===== config.mk =====
export PLATFORM = sky130hd
export DESIGN_NAME = chroma_edge_sharpen
export DESIGN_NICKNAME = d
export VERILOG_FILES = /design/src/rtl/ces_pkg.sv /design/src/rtl/ces_window.sv /design/src/rtl/ces_shaper.sv /design/src/rtl/ces_lane.sv /design/src/rtl/chroma_edge_sharpen.sv
export SDC_FILE = /design/constraint.sdc
export NUM_CORES = 2
export LEC_CHECK = 0
export CORE_MARGIN = 3
export CORE_UTILIZATION = 57
export DETAILED_ROUTE_END_ITERATION = 16
export DONT_BUFFER_PORTS = 1
export PLACE_DENSITY = 0.83
export SYNTH_ARGS = -nofsm -noshare
export SYNTH_HDL_FRONTEND = slang
export SYNTH_SLANG_ARGS = --single-unit

===== constraint.sdc =====
create_clock -name clk -period 24.6 [get_ports clk]
set_input_delay 4.92 -clock clk [delete_from_list [all_inputs] [get_ports clk]]
set_output_delay 4.92 -clock clk [all_outputs]
set_load 0.005 [all_outputs]

===== src/rtl/ces_pkg.sv =====
package ces_pkg;
  // number of colour-difference lanes (red-difference, blue-difference)
  localparam int LANES = 2;

  // derivative span codes; both upper codes select the widest span
  typedef enum logic [1:0] {
    SPAN_NARROW   = 2'b00,
    SPAN_MID      = 2'b01,
    SPAN_WIDE     = 2'b10,
    SPAN_WIDE_ALT = 2'b11
  } span_e;
endpackage


===== src/rtl/ces_window.sv =====
// Sliding sample window with span-dependent tap and range selection.
module ces_window #(
  parameter int W    = 10,
  parameter int KMAX = 4,
  localparam int TAPS = 2 * KMAX + 1,
  localparam int KW   = $clog2(KMAX + 1)
) (
  input  logic                clk,
  input  logic                rst_n,
  input  logic                shift_en,
  input  logic signed [W-1:0] din,
  input  logic [KW-1:0]       kval,
  output logic signed [W-1:0] ctr,
  output logic signed [W-1:0] newer,
  output logic signed [W-1:0] older,
  output logic signed [W-1:0] lo,
  output logic signed [W-1:0] hi
);
  // tap 0 is the newest sample, tap TAPS-1 the oldest
  logic signed [W-1:0] tap_q [TAPS];
  logic signed [W-1:0] tap_d [TAPS];

  for (genvar g = 0; g < TAPS; g++) begin : g_tap
    if (g == 0) begin : g_head
      always_comb tap_d[g] = din;
    end else begin : g_body
      always_comb tap_d[g] = tap_q[g-1];
    end

    always_ff @(posedge clk or negedge rst_n) begin
      if (!rst_n)        tap_q[g] <= '0;
      else if (shift_en) tap_q[g] <= tap_d[g];
    end
  end

  always_comb begin
    ctr   = tap_q[KMAX];
    newer = tap_q[KMAX - int'(kval)];
    older = tap_q[KMAX + int'(kval)];
    lo    = tap_q[KMAX];
    hi    = tap_q[KMAX];
    for (int j = 0; j < TAPS; j++) begin
      if ((j + int'(kval) >= KMAX) && (j <= KMAX + int'(kval))) begin
        if (tap_q[j] < lo) lo = tap_q[j];
        if (tap_q[j] > hi) hi = tap_q[j];
      end
    end
  end
endmodule


===== src/rtl/ces_shaper.sv =====
// Gain, rounding, coring, add-back and range limiting (combinational).
module ces_shaper #(
  parameter int W  = 10,
  parameter int GW = 4,
  localparam int FRAC = GW - 1,
  localparam int PW   = W + GW + 1
) (
  input  logic signed [W-1:0] ctr,
  input  logic signed [W-1:0] lo,
  input  logic signed [W-1:0] hi,
  input  logic signed [W-1:0] dif,
  input  logic [GW-1:0]       gain,
  input  logic [W-1:0]        core,
  output logic signed [W-1:0] res
);
  localparam logic signed [PW-1:0] RND = PW'(1) <<< (FRAC - 1);

  function automatic logic signed [W-1:0] sat_p(input logic signed [PW-1:0] v);
    if (&v[PW-1:W-1] || ~|v[PW-1:W-1]) return v[W-1:0];
    else if (v[PW-1])                  return {1'b1, {(W-1){1'b0}}};
    else                               return {1'b0, {(W-1){1'b1}}};
  endfunction

  logic signed [PW-1:0] prod, prod_r, prod_s;
  logic signed [W-1:0]  corr, cored, summed;
  logic signed [W:0]    corr_x, sum_x;
  logic        [W:0]    mag;

  always_comb begin
    prod   = {{(GW+1){dif[W-1]}}, dif} * {{(W+1){1'b0}}, gain};
    prod_r = prod + RND;
    prod_s = prod_r >>> FRAC;
    corr   = sat_p(prod_s);

    corr_x = {corr[W-1], corr};
    mag    = corr_x[W] ? -corr_x : corr_x;
    cored  = (mag < {1'b0, core}) ? '0 : corr;

    sum_x  = {ctr[W-1], ctr} + {cored[W-1], cored};
    if (sum_x[W] == sum_x[W-1]) summed = sum_x[W-1:0];
    else if (sum_x[W])          summed = {1'b1, {(W-1){1'b0}}};
    else                        summed = {1'b0, {(W-1){1'b1}}};

    if (summed < lo)      res = lo;
    else if (summed > hi) res = hi;
    else                  res = summed;
  end
endmodule


===== src/rtl/ces_lane.sv =====
// One colour-difference lane: window, derivative stage, output stage.
module ces_lane #(
  parameter int W    = 10,
  parameter int GW   = 4,
  parameter int KMAX = 4,
  localparam int KW  = $clog2(KMAX + 1)
) (
  input  logic                clk,
  input  logic                rst_n,
  input  logic                shift_en,
  input  logic                s1_en,
  input  logic                s2_en,
  input  logic [KW-1:0]       kval,
  input  logic [GW-1:0]       gain,
  input  logic [W-1:0]        core,
  input  logic signed [W-1:0] din,
  output logic signed [W-1:0] dout,
  output logic signed [W-1:0] ctr_o,
  output logic signed [W-1:0] lo_o,
  output logic signed [W-1:0] hi_o
);
  logic signed [W-1:0] w_ctr, w_new, w_old, w_lo, w_hi;
  logic signed [W+1:0] dif_x;
  logic signed [W-1:0] dif_d, dif_q;
  logic signed [W-1:0] res_d;

  ces_window #(.W(W), .KMAX(KMAX)) u_win (
    .clk      (clk),
    .rst_n    (rst_n),
    .shift_en (shift_en),
    .din      (din),
    .kval     (kval),
    .ctr      (w_ctr),
    .newer    (w_new),
    .older    (w_old),
    .lo       (w_lo),
    .hi       (w_hi)
  );

  // negated second difference, saturated to the sample range
  always_comb begin
    dif_x = {w_ctr[W-1], w_ctr, 1'b0}
          - {{2{w_new[W-1]}}, w_new}
          - {{2{w_old[W-1]}}, w_old};
    if (&dif_x[W+1:W-1] || ~|dif_x[W+1:W-1]) dif_d = dif_x[W-1:0];
    else if (dif_x[W+1])                     dif_d = {1'b1, {(W-1){1'b0}}};
    else                                     dif_d = {1'b0, {(W-1){1'b1}}};
  end

  always_ff @(posedge clk or negedge rst_n) begin
    if (!rst_n) begin
      dif_q <= '0;
      ctr_o <= '0;
      lo_o  <= '0;
      hi_o  <= '0;
    end else if (s1_en) begin
      dif_q <= dif_d;
      ctr_o <= w_ctr;
      lo_o  <= w_lo;
      hi_o  <= w_hi;
    end
  end

  ces_shaper #(.W(W), .GW(GW)) u_shp (
    .ctr  (ctr_o),
    .lo   (lo_o),
    .hi   (hi_o),
    .dif  (dif_q),
    .gain (gain),
    .core (core),
    .res  (res_d)
  );

  always_ff @(posedge clk or negedge rst_n) begin
    if (!rst_n)     dout <= '0;
    else if (s2_en) dout <= res_d;
  end
endmodule


===== src/rtl/chroma_edge_sharpen.sv =====
// Top: span decode, strobe pipeline, one lane per colour-difference stream.
module chroma_edge_sharpen
  import ces_pkg::*;
#(
  parameter int W    = 10,
  parameter int GW   = 4,
  parameter int KMAX = 4
) (
  input  logic                clk,
  input  logic                rst_n,
  input  logic                in_valid,
  input  logic signed [W-1:0] in_cr,
  input  logic signed [W-1:0] in_cb,
  input  logic [1:0]          span_sel,
  input  logic [GW-1:0]       gain,
  input  logic [W-1:0]        core_lvl,
  output logic                out_valid,
  output logic signed [W-1:0] out_cr,
  output logic signed [W-1:0] out_cb
);
  localparam int KW = $clog2(KMAX + 1);

  logic [KW-1:0]       kval;
  logic                vd1_q, vd2_q, vd3_q;
  logic                vd1_d, vd2_d, vd3_d;
  logic signed [W-1:0] lane_in  [LANES];
  logic signed [W-1:0] lane_out [LANES];
  logic signed [W-1:0] ctr_q    [LANES];
  logic signed [W-1:0] lo_q     [LANES];
  logic signed [W-1:0] hi_q     [LANES];

  always_comb begin
    case (span_e'(span_sel))
      SPAN_NARROW: kval = KW'(1);
      SPAN_MID:    kval = KW'(2);
      default:     kval = KW'(KMAX);
    endcase
  end

  // strobe pipeline: window write, derivative stage, output stage
  always_comb begin
    vd1_d = in_valid;
    vd2_d = vd1_q;
    vd3_d = vd2_q;
  end

  always_ff @(posedge clk or negedge rst_n) begin
    if (!rst_n) begin
      vd1_q <= 1'b0;
      vd2_q <= 1'b0;
      vd3_q <= 1'b0;
    end else begin
      vd1_q <= vd1_d;
      vd2_q <= vd2_d;
      vd3_q <= vd3_d;
    end
  end

  assign lane_in[0] = in_cr;
  assign lane_in[1] = in_cb;

  for (genvar g = 0; g < LANES; g++) begin : g_lane
    ces_lane #(.W(W), .GW(GW), .KMAX(KMAX)) u_lane (
      .clk      (clk),
      .rst_n    (rst_n),
      .shift_en (in_valid),
      .s1_en    (vd1_q),
      .s2_en    (vd2_q),
      .kval     (kval),
      .gain     (gain),
      .core     (core_lvl),
      .din      (lane_in[g]),
      .dout     (lane_out[g]),
      .ctr_o    (ctr_q[g]),
      .lo_o     (lo_q[g]),
      .hi_o     (hi_q[g])
    );
  end

  assign out_valid = vd3_q;
  assign out_cr    = lane_out[0];
  assign out_cb    = lane_out[1];
endmodule


==> results.cfg <==
[layout]
fin_cells = 4619
final_common_cell = inv_1
drive_above_1_share_pct = 9.51
fin_nets = 4408
syn_to_final_growth_pct = 5.87
fill_cells = 4780
final_cell_mix = inv_1, ha_1, nand2_1

[global_routing]
grt_overflow = 0
grt_max_degree = 284
grt_pass1_vias = 26904
grt_pass1_wl_um = 144000
track_usage_pct = 30.0
antenna_found_initial = 1

[flow_run]
maxCapViolCount = 0

[cts]
cts_made_buffers = 36
cts_buffer_depth = 3
cts_tree = yes
post_cts.repair.setup_buffers = 0
path_clk_slew_ns = 0.06
cts-root-buf = clkbuf_16
clk_latency_ns = 0.57
cts_num_sinks = 283
cts-htree-levels = 2

[die]
ios = 60
start_util_pct = 58.0
dieArea_um2 = 59400
die_y_um = 244
core_area_um2 = 55500
die_w_um = 244
num_rows = 86

[drt]
routed-wl-met2_um = 38900
dr_total_vias = 28312
final_antenna_net_count = 0
highest_layer = met4
detail_route.wl_per_cell_um = 19.6
wl_um = 90700
dr.pass1.iters = 6
initialDrtViolationCount = 2915
wl_met1_um = 39100
dr_wl_met3_um = 9030
drc = 0
vias_per_cell = 6.13

[critical_path]
slowest_delay_ns = 0.45
worstPathRequired_ns = 25.10
cp-end-kind = flip-flop
crit_fanout = 23
critPathKind = primary input to flip-flop
cpMostUsedCell = a21oi_1
worstRegToRegCells = 109
startpoint_type = primary input
cpMaxStageDelayCell = nand2_1
arrival_ns = 23.78

[sta]
timing.final.crit_share_pct = 94.6
grt_setup_unrepaired = false
min_period_ns = 23.28
fin_skew_ns = 0.0222
max_freq_mhz = 43.0
max_slew_margin_pct = 16.3
setup-tns-final_ns = 0
hold_viol = 0
final_max_slew_viol_count = 0
setup_viol = 0
tightest_slew_ns = 1.26

[yosys]
ys.flop_type = dfrtp_1
synthArstFlopShare_pct = 100
syn-cell-area_um2 = 32200
synth_cells = 3924
synth-edff-count = 0
yosys_register_bits = 283
ys_seq_area_share_pct = 22.0
synthesis.nets = 4489
syn_area_per_cell_um2 = 8.21
ys_types = 96
synth_warnings = 0

[worst_hold_path]
hold_path_class = flip-flop to flip-flop
holdPathStages = 1

[placement]
gp_congestion = 1.01
dp.cells = 4553
hpwl_um = 68700
port_buffers = 0

[status]
status = finished clean
-- kinds of logic (layout without fill, tap and decap cells) --
logic type                 after synthesis  count (layout)  synth area share, %
and+or+nand+nor                       1069            1069                 15.6
AOI/OAI and AO/OA                      983             983                 18.6
buffers and inverters                  643             589                 7.58
adders and majority gates              531             531                 22.0
muxes                                  311             311                 11.3
DFF                                    283             283                 22.0
xor gates and xnor gates               104             104                 2.85
other                                    0               1                    0
-- worst max-delay path, delay by kind of cell --
kind | cells | cell delay, ns
adder cells (fa/ha/maj) | 9 | 2.68
buffers and inverters | 10 | 1.45
AND/OR/NAND/NOR | 30 | 3.68
AO/OA/AOI/OAI | 50 | 8.84
multiplexers | 7 | 2.20
-- per-layer routing --
metal	vias to the layer above	GRT usage (%)
met4	0	11.3
li1	13503	-
met3	257	7.40
met5	-	0
met2	1305	46.2
met1	13247	40.8
-- path summary, 6_finish.rpt --
check | end | slack, ns | from
max in group asynchronous | g_lane[1].u_lane.dout[2] | 19.66 | rst_n
max | g_lane[1].u_lane.lo_o[0] | 1.32 | span_sel[1]
min | g_lane[0].u_lane.ctr_o[2] | 0.52 | g_lane[0].u_lane.ctr_o[2]
min in group asynchronous | g_lane[0].u_lane.u_win.tap_d[54] | 4.06 | rst_n
min reg2reg | g_lane[0].u_lane.ctr_o[2] | 0.52 | g_lane[0].u_lane.ctr_o[2]
max reg2reg | g_lane[1].u_lane.lo_o[0] | 3.65 | g_lane[1].u_lane.u_win.ctr[4]
-- synth_stat cells, drive strengths merged (33+ instances only) --
| master | number | area [um^2] |
|---|---|---|
| a21oi | 289 | 1450 |
| inv | 493 | 1850 |
| nor3 | 37 | 185 |
| nand2 | 364 | 1370 |
| mux2i | 99 | 1000 |
| o21ai | 361 | 1820 |
| a21o | 90 | 676 |
| fa | 62 | 1240 |
| clkbuf | 130 | 489 |
| nand4 | 46 | 288 |
| nor2 | 275 | 1030 |
| dfrtp | 283 | 7080 |
| a31oi | 33 | 219 |
| nand3 | 65 | 325 |
| mux2 | 192 | 2200 |
| and2 | 72 | 450 |
| ha | 464 | 5810 |
| xnor2 | 75 | 664 |
| nor2b | 71 | 444 |
| nand2b | 51 | 319 |
-- flip-flops by register name, indices dropped and copies added, names as in the netlist --
register,count
g_lane.u_lane.u_win.tap_d,140
g_lane.u_lane.ctr_o,20
g_lane.u_lane.dif_q,20
g_lane.u_lane.dout,20
g_lane.u_lane.hi_o,20
g_lane.u_lane.lo_o,20
g_lane.u_lane.u_win.ctr,20
g_lane.u_lane.u_win.tap_q,20
out_valid,1
vd1_q,1
vd2_q,1
-- through the flow --
| stage | utilization, % | hold slack, ns | instance area [um^2] | setup slack, ns |
|---|---|---|---|---|
| after detailed placement | 59.1 | 0.506 | 32800 | 0.0298 |
| final | 61.4 | 0.521 | 34100 | 1.32 |
| after global routing | 61.4 | 0.546 | 34100 | 0.0361 |
| after global placement | 59.1 | 0.503 | 32800 | 0.740 |
| after CTS | 61.3 | 0.523 | 34000 | 0.498 |
| after floorplan | - | 0.394 | 32200 | 0.0153 |
-- cell type report --
class | count | area (um^2) | area share [%]
Clock inverter | 22 | 238 | 0.697
Inverter | 495 | 1860 | 5.45
Timing Repair Buffer | 29 | 218 | 0.638
Tap cell | 748 | 936 | 2.74
Multi-Input combinational cell | 2998 | 22800 | 66.9
Sequential cell | 283 | 7090 | 20.8
Clock buffer | 43 | 967 | 2.83
Antenna cell | 1 | 2.50 | 0.00733
-- repair_timing --
item | 4_1_cts | 5_1_grt
endpoints found under the setup margin | 0 | 40
resized for setup | 0 | 34
hold buffers | 0 | 0
hold endpoints to repair | 0 | 0
Power is not shown: default switching activity piles up to over one toggle a cycle in this logic, so the estimate is an artifact.
